`src/rtl/mdio_pkg.sv`:
```
package mdio_pkg;

  localparam int HALF_W = 6;
  localparam int OP_HI  = 29;
  localparam int OP_LO  = 28;
  localparam logic [1:0] OP_READ = 2'b10;

  // Half MDC period in system clocks for each select code.
  function automatic logic [HALF_W-1:0] half_period(input logic [2:0] sel);
    case (sel)
      3'd0:    half_period = 6'd4;
      3'd1:    half_period = 6'd8;
      3'd2:    half_period = 6'd16;
      3'd3:    half_period = 6'd24;
      3'd4:    half_period = 6'd32;
      default: half_period = 6'd48;
    endcase
  endfunction

endpackage

```
`src/rtl/mdio_mdc_gen.sv`:
```
module mdio_mdc_gen #(
  parameter int HALF_W = 6
) (
  input  logic              clk,
  input  logic              rst,
  input  logic              start,
  input  logic              run,
  input  logic [HALF_W-1:0] half_in,
  output logic              mdc,
  output logic              rise,
  output logic              fall
);
  logic [HALF_W-1:0] half_q;
  logic [HALF_W-1:0] cnt_q;
  logic              tick;

  assign tick = run && (cnt_q == half_q - 1'b1);
  assign rise = tick && !mdc;
  assign fall = tick && mdc;

  always_ff @(posedge clk) begin
    if (rst) begin
      half_q <= '1;
      cnt_q  <= '0;
      mdc    <= 1'b0;
    end else if (start) begin
      half_q <= half_in;
      cnt_q  <= '0;
      mdc    <= 1'b0;
    end else if (!run) begin
      cnt_q  <= '0;
      mdc    <= 1'b0;
    end else if (tick) begin
      cnt_q  <= '0;
      mdc    <= ~mdc;
    end else begin
      cnt_q  <= cnt_q + 1'b1;
    end
  end
endmodule

```
`src/rtl/mdio_bit_seq.sv`:
```
module mdio_bit_seq #(
  parameter int TOTAL = 64,
  parameter int CNT_W = $clog2(TOTAL)
) (
  input  logic             clk,
  input  logic             rst,
  input  logic             start,
  input  logic             abort,
  input  logic             fall,
  output logic             busy,
  output logic [CNT_W-1:0] bit_idx
);
  localparam logic [CNT_W-1:0] LAST = CNT_W'(TOTAL - 1);

  always_ff @(posedge clk) begin
    if (rst) begin
      busy    <= 1'b0;
      bit_idx <= '0;
    end else if (start) begin
      busy    <= 1'b1;
      bit_idx <= '0;
    end else if (abort) begin
      busy    <= 1'b0;
      bit_idx <= '0;
    end else if (fall) begin
      if (bit_idx == LAST) begin
        busy    <= 1'b0;
        bit_idx <= '0;
      end else begin
        bit_idx <= bit_idx + 1'b1;
      end
    end
  end
endmodule

```
`src/rtl/mdio_shift_unit.sv`:
```
module mdio_shift_unit
  import mdio_pkg::*;
#(
  parameter int FRAME_W = 32,
  parameter int DATA_W  = 16,
  parameter int PRE_LEN = 32,
  parameter int TA_OFS  = 14,
  parameter int CNT_W   = 6
) (
  input  logic               clk,
  input  logic               rst,
  input  logic               start,
  input  logic               abort,
  input  logic               rise,
  input  logic               fall,
  input  logic [CNT_W-1:0]   bit_idx,
  input  logic [FRAME_W-1:0] load_word,
  input  logic               mdio_i,
  output logic [FRAME_W-1:0] frame_q,
  output logic               mdio_o,
  output logic               mdio_oe
);
  localparam logic [CNT_W-1:0] FIRST_FRM = CNT_W'(PRE_LEN);
  localparam logic [CNT_W-1:0] TA_FROM   = CNT_W'(PRE_LEN + TA_OFS);
  localparam logic [CNT_W-1:0] RX_FROM   = CNT_W'(PRE_LEN + FRAME_W - DATA_W);
  localparam logic [CNT_W-1:0] LAST      = CNT_W'(PRE_LEN + FRAME_W - 1);

  logic             is_rd_q;
  logic             rx_q;
  logic [CNT_W-1:0] nxt_idx;
  logic             in_rx;
  logic             shift_in;

  assign nxt_idx  = bit_idx + 1'b1;
  assign in_rx    = is_rd_q && (bit_idx >= RX_FROM);
  // Rotate header bits back in; on a read, replace data bits with samples.
  assign shift_in = in_rx ? rx_q : frame_q[FRAME_W-1];

  always_ff @(posedge clk) begin
    if (rst) begin
      frame_q <= '0;
      is_rd_q <= 1'b0;
      rx_q    <= 1'b0;
      mdio_o  <= 1'b0;
      mdio_oe <= 1'b0;
    end else if (start) begin
      frame_q <= load_word;
      is_rd_q <= (load_word[OP_HI:OP_LO] == OP_READ);
      mdio_o  <= 1'b1;
      mdio_oe <= 1'b1;
    end else if (abort) begin
      mdio_o  <= 1'b0;
      mdio_oe <= 1'b0;
    end else begin
      if (rise && in_rx) begin
        rx_q <= mdio_i;
      end
      if (fall) begin
        if (bit_idx >= FIRST_FRM) begin
          frame_q <= {frame_q[FRAME_W-2:0], shift_in};
        end
        if (bit_idx == LAST) begin
          mdio_o  <= 1'b0;
          mdio_oe <= 1'b0;
        end else if (nxt_idx == FIRST_FRM) begin
          mdio_o  <= frame_q[FRAME_W-1];
          mdio_oe <= 1'b1;
        end else if (nxt_idx > FIRST_FRM) begin
          mdio_o  <= frame_q[FRAME_W-2];
          mdio_oe <= !(is_rd_q && (nxt_idx >= TA_FROM));
        end else begin
          mdio_o  <= 1'b1;
          mdio_oe <= 1'b1;
        end
      end
    end
  end
endmodule

```
`src/rtl/mdio_frame_master.sv`:
```
module mdio_frame_master
  import mdio_pkg::*;
#(
  parameter int FRAME_W = 32,
  parameter int DATA_W  = 16,
  parameter int PRE_LEN = 32,
  parameter int TA_OFS  = 14
) (
  input  logic               clk,
  input  logic               rst,
  input  logic               port_en,
  input  logic [2:0]         div_sel,
  input  logic               frame_wr,
  input  logic [FRAME_W-1:0] frame_wdata,
  output logic [FRAME_W-1:0] frame_rdata,
  output logic               idle,
  output logic               mdc,
  output logic               mdio_o,
  output logic               mdio_oe,
  input  logic               mdio_i
);
  localparam int TOTAL = PRE_LEN + FRAME_W;
  localparam int CNT_W = $clog2(TOTAL);

  logic             busy;
  logic             accept;
  logic             run;
  logic             abort;
  logic             rise;
  logic             fall;
  logic [CNT_W-1:0] bit_idx;

  assign accept = frame_wr && port_en && !busy;
  assign run    = busy && port_en;
  assign abort  = busy && !port_en;
  assign idle   = !busy;

  mdio_mdc_gen #(.HALF_W(HALF_W)) u_clk (
    .clk     (clk),
    .rst     (rst),
    .start   (accept),
    .run     (run),
    .half_in (half_period(div_sel)),
    .mdc     (mdc),
    .rise    (rise),
    .fall    (fall)
  );

  mdio_bit_seq #(.TOTAL(TOTAL), .CNT_W(CNT_W)) u_seq (
    .clk     (clk),
    .rst     (rst),
    .start   (accept),
    .abort   (abort),
    .fall    (fall),
    .busy    (busy),
    .bit_idx (bit_idx)
  );

  mdio_shift_unit #(
    .FRAME_W (FRAME_W),
    .DATA_W  (DATA_W),
    .PRE_LEN (PRE_LEN),
    .TA_OFS  (TA_OFS),
    .CNT_W   (CNT_W)
  ) u_shift (
    .clk       (clk),
    .rst       (rst),
    .start     (accept),
    .abort     (abort),
    .rise      (rise),
    .fall      (fall),
    .bit_idx   (bit_idx),
    .load_word (frame_wdata),
    .mdio_i    (mdio_i),
    .frame_q   (frame_rdata),
    .mdio_o    (mdio_o),
    .mdio_oe   (mdio_oe)
  );
endmodule

```
`config.mk`:
```
export PLATFORM = sky130hd
export DESIGN_NAME = mdio_frame_master
export DESIGN_NICKNAME = d
export VERILOG_FILES = /design/src/rtl/mdio_pkg.sv /design/src/rtl/mdio_mdc_gen.sv /design/src/rtl/mdio_bit_seq.sv /design/src/rtl/mdio_shift_unit.sv /design/src/rtl/mdio_frame_master.sv
export SDC_FILE = /design/constraint.sdc
export NUM_CORES = 1
export LEC_CHECK = 0
export BUFFER_PORTS_ARGS = -buffer_cell sky130_fd_sc_hd__buf_2
export CAP_MARGIN = 20
export CORE_ASPECT_RATIO = 1.4
export CORE_MARGIN = 2
export CORE_UTILIZATION = 50
export CTS_BUF_LIST = sky130_fd_sc_hd__clkbuf_4 sky130_fd_sc_hd__clkbuf_8
export CTS_CLUSTER_SIZE = 14
export DETAILED_ROUTE_END_ITERATION = 10
export GPL_TIMING_DRIVEN = 0
export PLACE_DENSITY = 0.76
export SKIP_LAST_GASP = 1
export SYNTH_ARGS = -nofsm -noshare
export SYNTH_HDL_FRONTEND = slang
export SYNTH_SLANG_ARGS = --single-unit
```
`constraint.sdc`:
```
create_clock -name clk -period 1.8 [get_ports clk]
set_input_delay 0.36 -clock clk [delete_from_list [all_inputs] [get_ports clk]]
set_output_delay 0.36 -clock clk [all_outputs]
set_load 0.02 [all_outputs]
```
Word-level counts from Yosys, hierarchy flattened
Cells that the tools add are included.
{"block": "totals", "wordCells": 78, "out_inout_bits": 36, "register_bits": 56}
{"block": "op_classes", "bitwise_logic": 4, "n_reduce_logical": 25, "n_lt_le_gt_ge": 4, "n_mux": 23, "n_addsub": 3, "eq_ne": 9}
{"op": "32-bit 2-to-1 mux", "n": 4}
{"op": "6-bit one-hot mux with 5 select lines", "n": 1}
{"op": "6-bit >= comparator (second input constant)", "n": 3}
{"op": "1-bit 2-to-1 mux", "n": 17}
{"op": "6-bit by 1-bit adder with 6-bit output (second input constant)", "n": 2}
{"op": "6-bit == test (second input constant)", "n": 2}
{"op": "1-bit logical AND", "n": 10}
{"op": "3-bit by 2-bit == test with 1-bit output (second input constant)", "n": 2}
{"op": "6-bit == test", "n": 1}
{"op": "6-bit > comparator (second input constant)", "n": 1}
{"op": "6-bit 2-to-1 mux", "n": 1}
{"op": "3-bit AND reduction", "n": 2}
{"op": "3-bit nonzero test", "n": 2}
{"op": "3-bit OR reduction", "n": 2}
{"op": "6-bit by 1-bit subtractor with 6-bit output (second input constant)", "n": 1}
{"op": "1-bit zero test", "n": 4}
{"op": "1-bit NOT", "n": 4}
{"op": "2-bit nonzero test", "n": 2}
{"op": "4-bit OR reduction", "n": 1}
{"op": "3-bit by 1-bit == test with 1-bit output (second input constant)", "n": 1}
{"op": "3-bit == test (second input constant)", "n": 1}
{"op": "3-bit zero test", "n": 1}
{"op": "2-bit == test (second input constant)", "n": 1}
{"op": "2-bit != test (second input constant)", "n": 1}
{"op": "2-bit AND reduction", "n": 1}

Depth between registers and ports, before layout
{"block": "depth", "ltp_word": 10, "depth_mapped": 9, "mapped_depth_nobuf": 7}

By module
From an unflattened synthesis, not the netlist that was laid out.
{"block": "unflattened", "cells_unflattened": 335, "hier_area_um2": 2806.4}
{"mod": "mdio_shift_unit", "cells_each": 221, "seq_area_each_um2": 720.7, "n_inst": 1, "area_each_um2": 1816.7}
{"mod": "mdio_mdc_gen", "cells_each": 73, "seq_area_each_um2": 260.2, "n_inst": 1, "area_each_um2": 636.9}
{"mod": "mdio_bit_seq", "cells_each": 32, "seq_area_each_um2": 140.1, "n_inst": 1, "area_each_um2": 300.3}
{"mod": "mdio_frame_master", "cells_each": 9, "seq_area_each_um2": 0.0, "n_inst": 1, "area_each_um2": 52.6}

Worst setup path before layout
Ideal clock, no wire load.
{"block": "synth_timing", "path_type": "register to register", "start": "register u_clk.half_q[1]", "end": "register u_shift.frame_q[27]", "arrival_time_ns": 1.855, "t_required_ns": 1.676, "slack_ns": -0.178, "path_buffers": 2, "stages_incl_launch_ff": 10, "setup_time_ns": 0.124, "cell_sequence": "dfxtp_1 > inv_1 > ha_1 > nor4b_2 > xnor2_1 > nor4_4 > and2_4 > buf_8 > buf_12 > o211ai_2"}
{"block": "synth_via", "elab_chain_cells": 6}
{"item": "start: declaration", "line": "mdio_mdc_gen.sv:13", "source": "logic [HALF_W-1:0] half_q;"}
{"item": "start signal: assignment", "line": "mdio_mdc_gen.sv:27", "source": "half_q <= half_in;"}
{"item": "6-bit by 1-bit subtractor with 6-bit output", "line": "mdio_mdc_gen.sv:17", "source": "assign tick = run && (cnt_q == half_q - 1'b1);"}
{"item": "6-bit == test", "line": "mdio_mdc_gen.sv:17"}
{"item": "1-bit logical AND", "line": "mdio_mdc_gen.sv:17"}
{"item": "1-bit logical AND", "line": "mdio_mdc_gen.sv:19", "source": "assign fall = tick && mdc;"}
{"item": "2-bit nonzero test (no source line)"}
{"item": "3-bit AND reduction (no source line)"}
{"item": "end signal: assignment", "line": "mdio_shift_unit.sv:47", "source": "frame_q <= load_word;"}
{"item": "end signal: assignment", "line": "mdio_shift_unit.sv:60", "source": "frame_q <= {frame_q[FRAME_W-2:0], shift_in};"}
{"item": "end: declaration", "line": "mdio_shift_unit.sv:19", "source": "output logic [FRAME_W-1:0] frame_q,"}
No other way between the ends.
A chain may end at the register's enable or synchronous reset.

Worst setup path in the final report
{"block": "layout_timing", "start": "register u_clk.half_q[1]", "end": "register u_shift.frame_q[0]"}
The elaborated chain is that of the path after synthesis.

==> key figures <==
Power and ir drop
  • Max VDD drop: 0.408 mV
  • Sw Pwr: 0.000725 W
  • Sequential cell fraction of total power: between 50 and 60%
  • Clock power share: 29.4%
  • Switching portion of total power: 29.6%
  • Gate power share: around 17%
  • PD cells: 569 nW/um2
  • Pint: roughly 0.0017 W
  • P_leak: 1.74 nW
  • Total power: 0.00245 W

Yosys
  • Synthesized area: 3460 um2
  • Syn nets: approximately 430
  • Synthesis-stage register bit count: 55
  • Sequential area share after synthesis: 31.8%
  • Dominant cell type by area after synthesis: dfxtp_1
  • Post-synth EDFFs: 0
  • Mapped Cells: 381
  • Area contributors post-synth: dfxtp_1 32%, nand3b_1 14%, o211ai_2 11%, nor3b_1 7.6%, nand3_1 5.6%
  • Ys Warns: 0
  • Synth top area share: 31.8%
  • Synth Flop Type: dfxtp_1
  • Synth unique cells: 49
  • Avg Inst Size Synth: 9.08 um2
  • Async set-or-reset flop fraction in the synthesized netlist: 0%

Global routing
  • Final global-route overflow total: 0
  • Initial antenna violation count: 0
  • GRT Overall Usage: 23.9%
  • First-pass GRT wire length: 14300 um
  • Largest net degree at the start of global routing: 18
  • Vias in the first global route: 3147

STA
  • Worst Skew: 0.00662 ns
  • Max Clock Freq: between 500 and 600 MHz
  • Final setup violation count: slightly below 50
  • Final hold slack: 0.275 ns
  • Final number of hold-violating endpoints: 0
  • Final Worst Setup Slack: -0.195 ns
  • Max_slew headroom: approximately three fifths
  • Slew Limit Fails: 0
  • Worst-Margin Slew: about 0.58 ns
  • Final period utilization: 111%
  • Setup repair after global routing missed its margin: yes
  • Final Critical Period: 1.99 ns

Layout
  • Layout Nets: 521
  • Non-Filler Instances: approximately 570
  • Commonest non-fill, non-tap cell in the layout: buf_2
  • Diodes inserted: 0
  • Util after Layout: around 65%
  • Area Growth Syn to Fin: 24.3%
  • Layout cells sized above 1: 36.6%
  • Most frequent cells in the layout: 76 x buf_2, 64 x nand3b_1, 51 x dfxtp_1, 38 x nand3_1, 34 x nor3b_1

Drt
  • Drt total wl: roughly 9000 um
  • Post-DRT Antenna Nets: 0
  • Drt first pass iters: 5
  • Routed vias: 3272
  • Via/cell ratio: roughly 5.8
  • Routed len/inst: 15.8 um
  • 1st-iter DRT viols: about 180
  • DRC viols: 0

Min path
  • Worst Hold Depth: 3
  • HP Class: input pin to register

CTS
  • Num CTS Buffers: 5
  • Worst-Skew Late Latency: 0.32 ns
  • Clk slew on worst S/H paths: between 0.1 and 0.15 ns
  • CTS tree: yes
  • Clk sinks: 55
  • Root Buffer: clkbuf_8
  • Clock buffer depth: 2
  • H-tree level count: 2

Worst setup path
  • Flop-to-flop setup slack: -0.19 ns
  • FF-to-FF End: u_shift.frame_q[0]
  • R2r startpoint: u_clk.half_q[1]
  • Worst setup endpoint: u_shift.frame_q[0]
  • Arr. time, crit path: 2.21 ns
  • CP required: 2.02 ns
  • CP Capture Type: register
  • Worst setup SP type: register
  • Critical Path Start: u_clk.half_q[1]
  • Crit path max fanout: 5
  • R2r worst-path depth: 10
  • Critical path class: register to register

Floorplanning
  • Die ar.: between 7000 and 8000 um2
  • # IOs: 76
  • Total core area: 6660 um2
  • Initial Util: about half
  • Die height: 102 um
  • Site Rows: 35
  • Die X: 74.3 um

Place
  • RD Place Congestion: just under 0.9
  • Final HPWL DP: roughly 6400 um
  • # port buffers: 74
  • Placed cell count: 547

Job
  • Max_cap viols: 0

Outcome
  • Outcome: finished, violations left
  • Failing checks: setup timing
what timing repair did:
| action | CTS | global route |
|---|---|---|
| gates cloned | 1 | 0 |
| pin swaps | 10 | 3 |
| endpoints found under the setup margin | 50 | 52 |
| hold buffers | 0 | 0 |
| gates resized for setup | 14 | 14 |
| buffers inserted | 11 | 1 |
worst min path at each step:
stage                                to  slack, ns             from
floorplan                u_clk.cnt_q[0]       0.44   u_clk.cnt_q[0]
global placement        u_clk.half_q[2]       0.45  u_clk.half_q[2]
detailed placement      u_clk.half_q[2]       0.45  u_clk.half_q[2]
CTS                 u_shift.frame_q[16]       0.28  frame_wdata[16]
global route        u_shift.frame_q[26]       0.28  frame_wdata[26]
finish              u_shift.frame_q[16]       0.28  frame_wdata[16]
layout make-up:
| class | instances | area (um2) |
|---|---|---|
| inverter | 8 | 32.5 |
| buffer | 40 | 260 |
| multi-input combinational | 278 | 2200 |
| sequential | 55 | 1110 |
| fill | 603 | 2360 |
| timing repair buffer | 87 | 495 |
| clock buffer | 5 | 68.8 |
| tap | 92 | 115 |
| clock inverter | 3 | 18.8 |
layer usage:
metal / wire [um] / up-vias / share of wire (%) / track usage (%)
met3: 349 / 12 / 3.9 / 4.04
met4: 133 / 0 / 1.5 / 8.93
met5: 0 / - / 0 / 0
li1: - / 1579 / - / -
met1: 3710 / 1594 / 41 / 27.1
met2: 4810 / 87 / 53 / 44.1
sequential cells by signal (all words and copies together), names as in the netlist:
name and cells:
u_clk.half_q 5, u_shift.mdio_o 1, u_seq.busy 1, u_shift.frame_q 32, u_clk.mdc 1, u_shift.rx_q 1, u_clk.cnt_q 6, u_shift.mdio_oe 1
u_seq.bit_idx 6, u_shift.is_rd_q 1
cells in the mapped netlist (4+ instances only):
| library cell | number |
|---|---|
| nand2_1 | 12 |
| nor3_1 | 5 |
| ha_1 | 6 |
| nand3b_1 | 64 |
| nor2_1 | 13 |
| a21oi_1 | 12 |
| xor2_1 | 4 |
| clkbuf_1 | 27 |
| a211o_1 | 5 |
| nor3b_1 | 35 |
| nand3_1 | 39 |
| dfxtp_1 | 55 |
| xnor2_1 | 10 |
| inv_1 | 8 |
| o211ai_2 | 30 |
kinds of logic (layout without fill, tap and decap cells):
group	after synthesis	count (layout)	share of synthesized area, %
compound gates	64	64	18.0
buf+inv	48	143	7.78
xor+xnor	14	14	3.54
mux	2	2	0.579
fa+ha+maj	6	6	2.17
flops	55	55	31.8
simple gates	192	192	36.1
through the flow:
step           instance area, um2  setup WS [ns]  setup TNS (ns)
2_1_floorplan                3520         -0.162           -5.22
3_3_place_gp                 4010         -0.368          -13.84
6_report                     4300         -0.195           -7.57
5_1_grt                      4300         -0.331          -14.10
4_1_cts                      4260         -0.179           -6.60
3_5_place_dp                 4010         -0.322          -12.72
power groups by stage:
| stage | registers, W | clock network [W] | logic [W] |
|---|---|---|---|
| after floorplan | 0.00137 | 0 | 0.000213 |
| after global placement | 0.00133 | 0 | 0.000392 |
| after detailed placement | 0.00133 | 0 | 0.000399 |
| after CTS | 0.00130 | 0.000721 | 0.000419 |
| after global routing | 0.00131 | 0.000761 | 0.000456 |
| final | 0.00131 | 0.000719 | 0.000422 |
critical path: stages (launching register included):
cell and delay [ns]:
dfxtp_4 0.38, inv_4 0.04, ha_1 0.22, xnor2_2 0.16, xnor2_2 0.22, nor4_4 0.07, buf_6 0.15, buf_4 0.13
buf_6 0.12, and3_1 0.16, a211o_1 0.25
No activity file was read; power rests on OpenSTA's default activity.
